File: src/rtl/hecc_pkg.sv
package hecc_pkg;
  localparam int HALF_W = 12;
  localparam int CODE_W = 2 * HALF_W;
  localparam int RAW_W  = 32;
  localparam int PAD_W  = 16 - HALF_W;
  localparam int BIT_W  = 3;
  localparam int IDX_W  = HALF_W - BIT_W;

  typedef enum logic [1:0] {
    ST_CLEAN = 2'b00,
    ST_FIXED = 2'b01,
    ST_BAD   = 2'b10
  } status_e;

  typedef enum logic [1:0] {
    CL_CLEAN,
    CL_DATA,
    CL_CODE,
    CL_BAD
  } class_e;

  typedef enum logic [2:0] {
    F_IDLE,
    F_EVAL,
    F_READ,
    F_WRITE,
    F_DONE
  } fsm_e;

  // Bits of a byte whose in-byte index has bit k set.
  function automatic logic [7:0] col_mask(input int k);
    logic [7:0] m;
    for (int b = 0; b < 8; b++) m[b] = ((b >> k) & 1) == 1;
    return m;
  endfunction
endpackage

File: src/rtl/hecc_parity_acc.sv
module hecc_parity_acc
  import hecc_pkg::*;
#(
  parameter int SECTOR_BYTES = 512
) (
  input  logic             clk,
  input  logic             rst_n,
  input  logic             clear,
  input  logic             busy,
  input  logic             s_valid,
  input  logic [7:0]       s_data,
  output logic             s_ready,
  output logic [RAW_W-1:0] raw_par
);
  localparam int CNT_W = IDX_W + 1;
  localparam logic [CNT_W-1:0] LIMIT = CNT_W'(SECTOR_BYTES);

  logic [CNT_W-1:0]  cnt_q;
  logic [HALF_W-1:0] hi_q, lo_q, hi_d, lo_d;
  logic              take;
  logic              row_par;

  assign s_ready = !busy && !clear && (cnt_q < LIMIT);
  assign take    = s_valid && s_ready;
  assign row_par = ^s_data;

  // Column bits: address bits inside the byte.
  for (genvar k = 0; k < BIT_W; k++) begin : g_col
    localparam logic [7:0] M = col_mask(k);
    assign hi_d[k] = hi_q[k] ^ (^(s_data & M));
    assign lo_d[k] = lo_q[k] ^ (^(s_data & ~M));
  end

  // Line bits: address bits of the byte index.
  for (genvar k = BIT_W; k < HALF_W; k++) begin : g_row
    assign hi_d[k] = hi_q[k] ^ (row_par & cnt_q[k-BIT_W]);
    assign lo_d[k] = lo_q[k] ^ (row_par & ~cnt_q[k-BIT_W]);
  end

  always_ff @(posedge clk) begin
    if (!rst_n || clear) begin
      cnt_q <= '0;
      hi_q  <= '0;
      lo_q  <= '0;
    end else if (take) begin
      cnt_q <= cnt_q + 1'b1;
      hi_q  <= hi_d;
      lo_q  <= lo_d;
    end
  end

  assign raw_par = {{PAD_W{1'b0}}, hi_q, {PAD_W{1'b0}}, lo_q};

  assert_count_bound_R3: assert property (@(posedge clk) disable iff (!rst_n)
    cnt_q <= LIMIT);
  assert_hold_when_stalled_R3: assert property (@(posedge clk) disable iff (!rst_n)
    (!s_ready && !clear) |=> ($stable(hi_q) && $stable(lo_q)));
endmodule

File: src/rtl/hecc_code_pack.sv
module hecc_code_pack
  import hecc_pkg::*;
(
  input  logic [RAW_W-1:0]  raw_par,
  output logic [CODE_W-1:0] code
);
  logic unused_raw;
  assign unused_raw = ^{raw_par[31:28], raw_par[15:12]};
  assign code = ~{raw_par[16 +: HALF_W], raw_par[0 +: HALF_W]};
endmodule

File: src/rtl/hecc_classify.sv
module hecc_classify
  import hecc_pkg::*;
#(
  parameter int SECTOR_BYTES = 512
) (
  input  logic [CODE_W-1:0] diff,
  output class_e            cls,
  output logic [IDX_W-1:0]  byte_idx,
  output logic [BIT_W-1:0]  bit_idx
);
  localparam logic [IDX_W:0] LIMIT = (IDX_W+1)'(SECTOR_BYTES);

  logic complementary;
  assign byte_idx      = diff[CODE_W-1 -: IDX_W];
  assign bit_idx       = diff[HALF_W +: BIT_W];
  assign complementary = (diff[CODE_W-1:HALF_W] ^ diff[HALF_W-1:0]) == {HALF_W{1'b1}};

  always_comb begin
    if (diff == '0)
      cls = CL_CLEAN;
    else if (complementary)
      cls = ({1'b0, byte_idx} < LIMIT) ? CL_DATA : CL_BAD;
    else if ($onehot(diff))
      cls = CL_CODE;
    else
      cls = CL_BAD;
  end
endmodule

File: src/rtl/hecc_sector_fixer.sv
module hecc_sector_fixer
  import hecc_pkg::*;
#(
  parameter int SECTOR_BYTES = 512
) (
  input  logic        clk,
  input  logic        rst_n,
  input  logic        acc_clear,
  input  logic        s_valid,
  output logic        s_ready,
  input  logic [7:0]  s_data,
  output logic [23:0] calc_code,
  input  logic        chk_start,
  input  logic [23:0] stored_code,
  output logic        buf_rd,
  output logic        buf_wr,
  output logic [8:0]  buf_addr,
  output logic [7:0]  buf_wdata,
  input  logic [7:0]  buf_rdata,
  output logic        done,
  output logic [1:0]  status
);
  fsm_e              state_q;
  status_e           status_q;
  logic [CODE_W-1:0] diff_q;
  logic [IDX_W-1:0]  addr_q;
  logic [7:0]        mask_q;
  logic [RAW_W-1:0]  raw_par;
  class_e            cls;
  logic [IDX_W-1:0]  byte_idx;
  logic [BIT_W-1:0]  bit_idx;
  logic              busy;

  assign busy = (state_q != F_IDLE);

  hecc_parity_acc #(.SECTOR_BYTES(SECTOR_BYTES)) u_acc (
    .clk(clk), .rst_n(rst_n), .clear(acc_clear), .busy(busy),
    .s_valid(s_valid), .s_data(s_data), .s_ready(s_ready), .raw_par(raw_par)
  );

  hecc_code_pack u_pack (.raw_par(raw_par), .code(calc_code));

  hecc_classify #(.SECTOR_BYTES(SECTOR_BYTES)) u_cls (
    .diff(diff_q), .cls(cls), .byte_idx(byte_idx), .bit_idx(bit_idx)
  );

  always_ff @(posedge clk) begin
    if (!rst_n) begin
      state_q  <= F_IDLE;
      status_q <= ST_CLEAN;
      diff_q   <= '0;
      addr_q   <= '0;
      mask_q   <= '0;
    end else begin
      case (state_q)
        F_IDLE: if (chk_start) begin
          diff_q  <= stored_code ^ calc_code;
          state_q <= F_EVAL;
        end
        F_EVAL: begin
          case (cls)
            CL_CLEAN: begin status_q <= ST_CLEAN; state_q <= F_DONE; end
            CL_CODE:  begin status_q <= ST_FIXED; state_q <= F_DONE; end
            CL_DATA:  begin
              addr_q  <= byte_idx;
              mask_q  <= 8'b1 << bit_idx;
              state_q <= F_READ;
            end
            default:  begin status_q <= ST_BAD; state_q <= F_DONE; end
          endcase
        end
        F_READ:  state_q <= F_WRITE;
        F_WRITE: begin status_q <= ST_FIXED; state_q <= F_DONE; end
        default: state_q <= F_IDLE;
      endcase
    end
  end

  assign buf_rd    = (state_q == F_READ);
  assign buf_wr    = (state_q == F_WRITE);
  assign buf_addr  = addr_q;
  assign buf_wdata = buf_rdata ^ mask_q;
  assign done      = (state_q == F_DONE);
  assign status    = status_q;

  assert_done_pulse_R9: assert property (@(posedge clk) disable iff (!rst_n)
    done |=> !done);
  assert_wr_follows_rd_R10: assert property (@(posedge clk) disable iff (!rst_n)
    buf_wr |-> $past(buf_rd));
  assert_clean_silent_R4: assert property (@(posedge clk) disable iff (!rst_n)
    (state_q == F_EVAL && diff_q == '0) |=> (done && status == ST_CLEAN && !buf_rd));
  assert_codebit_silent_R7: assert property (@(posedge clk) disable iff (!rst_n)
    (state_q == F_EVAL && $onehot(diff_q)) |=> (done && status == ST_FIXED && !buf_rd));
  assert_busy_stall_R3: assert property (@(posedge clk) disable iff (!rst_n)
    busy |-> !s_ready);
endmodule

File: config.mk
export PLATFORM = sky130hd
export DESIGN_NAME = hecc_sector_fixer
export DESIGN_NICKNAME = d
export VERILOG_FILES = /design/src/rtl/hecc_pkg.sv /design/src/rtl/hecc_parity_acc.sv /design/src/rtl/hecc_code_pack.sv /design/src/rtl/hecc_classify.sv /design/src/rtl/hecc_sector_fixer.sv
export SDC_FILE = /design/constraint.sdc
export NUM_CORES = 1
export LEC_CHECK = 0
export BUFFER_PORTS_ARGS = -buffer_cell sky130_fd_sc_hd__buf_2
export CAP_MARGIN = 10
export CORE_MARGIN = 5
export CORE_UTILIZATION = 61
export CTS_CLUSTER_DIAMETER = 30
export DETAILED_ROUTE_END_ITERATION = 8
export HOLD_SLACK_MARGIN = 0.12
export PLACE_DENSITY_LB_ADDON = 0.25
export SKIP_CTS_REPAIR_TIMING = 1
export SYNTH_ARGS = -nofsm -noshare
export SYNTH_HDL_FRONTEND = slang
export SYNTH_HIERARCHICAL = 1
export SYNTH_SLANG_ARGS = --single-unit
File: constraint.sdc
create_clock -name clk -period 10.2 [get_ports clk]
set_input_delay 1.53 -clock clk [delete_from_list [all_inputs] [get_ports clk]]
set_output_delay 1.53 -clock clk [all_outputs]
set_load 0.02 [all_outputs]
==> reports/results.ini <==
[final_layout]
fin_cells=730
antenna_cells=0
fin_nets=709
area_growth_pct=11.30
layout-drive-gt1-share_pct=18.63
final_cell_area_um2=5498

[worst_setup_path]
critical_path_class=flip-flop to flip-flop
r2r_cells=19
rr_startpoint=diff_q[0]$_SDFFE_PN0P_
cp_data_required_time_ps=10470
rrSetupSlack_ps=4410
cp-start-kind=flip-flop
r2r-end=buf_addr[1]$_SDFFE_PN0P_
worstPathArrival_ps=6070
cp-end-kind=flip-flop
cp_max_fo=17

[place]
io_buffers=91
place_area_um2=5300
dp_hpwl_um=8107
finalWeightedCongestion=0.8540
post-place-cells=714

[power_and_ir_drop]
p_leak_nw=2.448
power_density_nw_per_um2=161.8
peakVddDrop_v=0.00008414

[timing]
drv_slew=0
skew_ps=10.43
fmax_ghz=0.1726
setup_viol=0
setup_tns_ps=0
min_period_ps=5794
rsz0062_at_grt=false
worstMarginPinSlew_ps=1215
slew_headroom_pct=18.93
finalHoldViolations=0
fin_crit_sh_pct=56.80
holdWs_ps=455.0

[route]
vias=3881
antenna_left=0
first_pass_iters=4
via_per_inst=5.316
wl_per_cell_um=14.53
drcViolationCount=0
wl_um=10600
initialDrtViolationCount=141

[min_path]
hold_class=flip-flop to flip-flop
hold_depth=2
hold_path_end=buf_addr[6]$_SDFFE_PN0P_
worstHoldStart=buf_addr[6]$_SDFFE_PN0P_

[grt]
grt-ovfl-total=0
grt_usage_pct=21.59
antenna_found_initial=0
grt_max_degree=62
grt_pass1_wl_um=17570
grt_pass1_vias=3763

[clock_tree]
worstSkewPairLatency_ps=350
cts_sinks=80
clk_pin_slew_worst_paths_ps=70
clockBufferDepth=2
cts_buffers=9
cts_root_buf=clkbuf_8
htree_levels=3
cts_tree=built

[synth]
netlist_instances=558
avgSynthCellArea_um2=8.853
synth_area_um2=4940
syn_nets=644
ys_warn_count=6

[die]
coreArea_um2=7807
io-pin-count=92
die_area_um2=9998
die_x_um=99.99
fp.dieH_um=99.99
num_rows=32
start_util_pct=63.27

[job]
drv_cap=0

[status]
run_status=completed

[critical path: stages, from the launching register on]
cell and delay [ps]:
dfxtp_1 370, inv_1 90, fa_1 530, inv_1 40
ha_1 180, ha_1 270, inv_1 50, fa_1 510
fa_1 440, fa_1 520, fa_1 550, inv_1 50
ha_1 230, fa_1 420, xor2_1 170, nor4b_1 70
a31oi_1 270, nor3b_4 360, and2_4 370, mux2i_1 230
[cells in the final DEF (no fill, tap or decap), types with 3 or more instances in the layout]
| cell type | instances |
|---|---|
| a21oi_1 | 25 |
| buf_2 | 91 |
| nand2_1 | 68 |
| ha_1 | 24 |
| nor2_1 | 16 |
| xnor2_1 | 49 |
| nand3_1 | 4 |
| nor3b_1 | 3 |
| clkbuf_8 | 10 |
| fa_1 | 17 |
| or3_1 | 13 |
| nor4b_1 | 3 |
| buf_4 | 4 |
| nand4_1 | 11 |
| o211a_1 | 24 |
| inv_1 | 76 |
| dfxtp_1 | 80 |
| or4_1 | 9 |
| nor2b_1 | 8 |
| o21ai_0 | 16 |
| o31ai_1 | 9 |
| o21ai_1 | 3 |
| mux2i_1 | 14 |
| xor2_1 | 22 |
[layout make-up]
cell class / count / area, um2
inverters: 76 / 285.3
fillers: 652 / 2310
multi-input cells: 361 / 2800
flip-flops and latches: 80 / 1602
clock buffers: 11 / 141.4
clock inverters: 5 / 56.30
repair buffers: 95 / 485.5
well taps: 102 / 127.6
[through the flow]
stage	setup slack, ps	util, %	power (mW)
5_1_grt	4047	70.42	0.9569
3_5_place_dp	4377	67.88	0.6669
3_3_place_gp	4629	67.88	0.6365
4_1_cts	4386	70.42	0.8988
2_1_floorplan	4723	-	0.5880
6_report	4406	70.42	0.8893
[worst max path at each step]
stage,start,to,slack [ps],cells past startpoint
floorplan,diff_q[0]$_SDFFE_PN0P_,buf_addr[1]$_SDFFE_PN0P_,4720,21
detailed placement,diff_q[0]$_SDFFE_PN0P_,buf_addr[1]$_SDFFE_PN0P_,4380,19
global route,diff_q[0]$_SDFFE_PN0P_,buf_addr[0]$_SDFFE_PN0P_,4050,19
CTS,diff_q[0]$_SDFFE_PN0P_,buf_addr[1]$_SDFFE_PN0P_,4390,19
global placement,diff_q[0]$_SDFFE_PN0P_,buf_addr[4]$_SDFFE_PN0P_,4630,19
finish,diff_q[0]$_SDFFE_PN0P_,buf_addr[1]$_SDFFE_PN0P_,4410,19
[report_power, final]
group	switching [mW]	internal (mW)	total, mW	leakage (nW)
sequential	0.0187	0.326	0.345	0.651
clock	0.112	0.119	0.231	0.0993
combinational	0.172	0.141	0.313	1.70
total	0.303	0.586	0.889	2.45
[state kept, by name, indices dropped and copies added (netlist names)]
register	cells
status	2
state_q	3
buf_addr	9
mask_q	8
u_acc/hi_q	12
diff_q	24
u_acc/lo_q	12
u_acc/cnt_q	10
[metal layers]
| layer | wire [um] | GRT usage, % | vias to the layer above |
|---|---|---|---|
| met3 | 472 | 4.239 | 17 |
| met1 | 4538 | 27.47 | 1847 |
| met4 | 198 | 6.736 | 0 |
| met5 | 0 | 0 | - |
| li1 | - | - | 1944 |
| met2 | 5394 | 36.99 | 73 |
(Power assumes the default switching activity.)
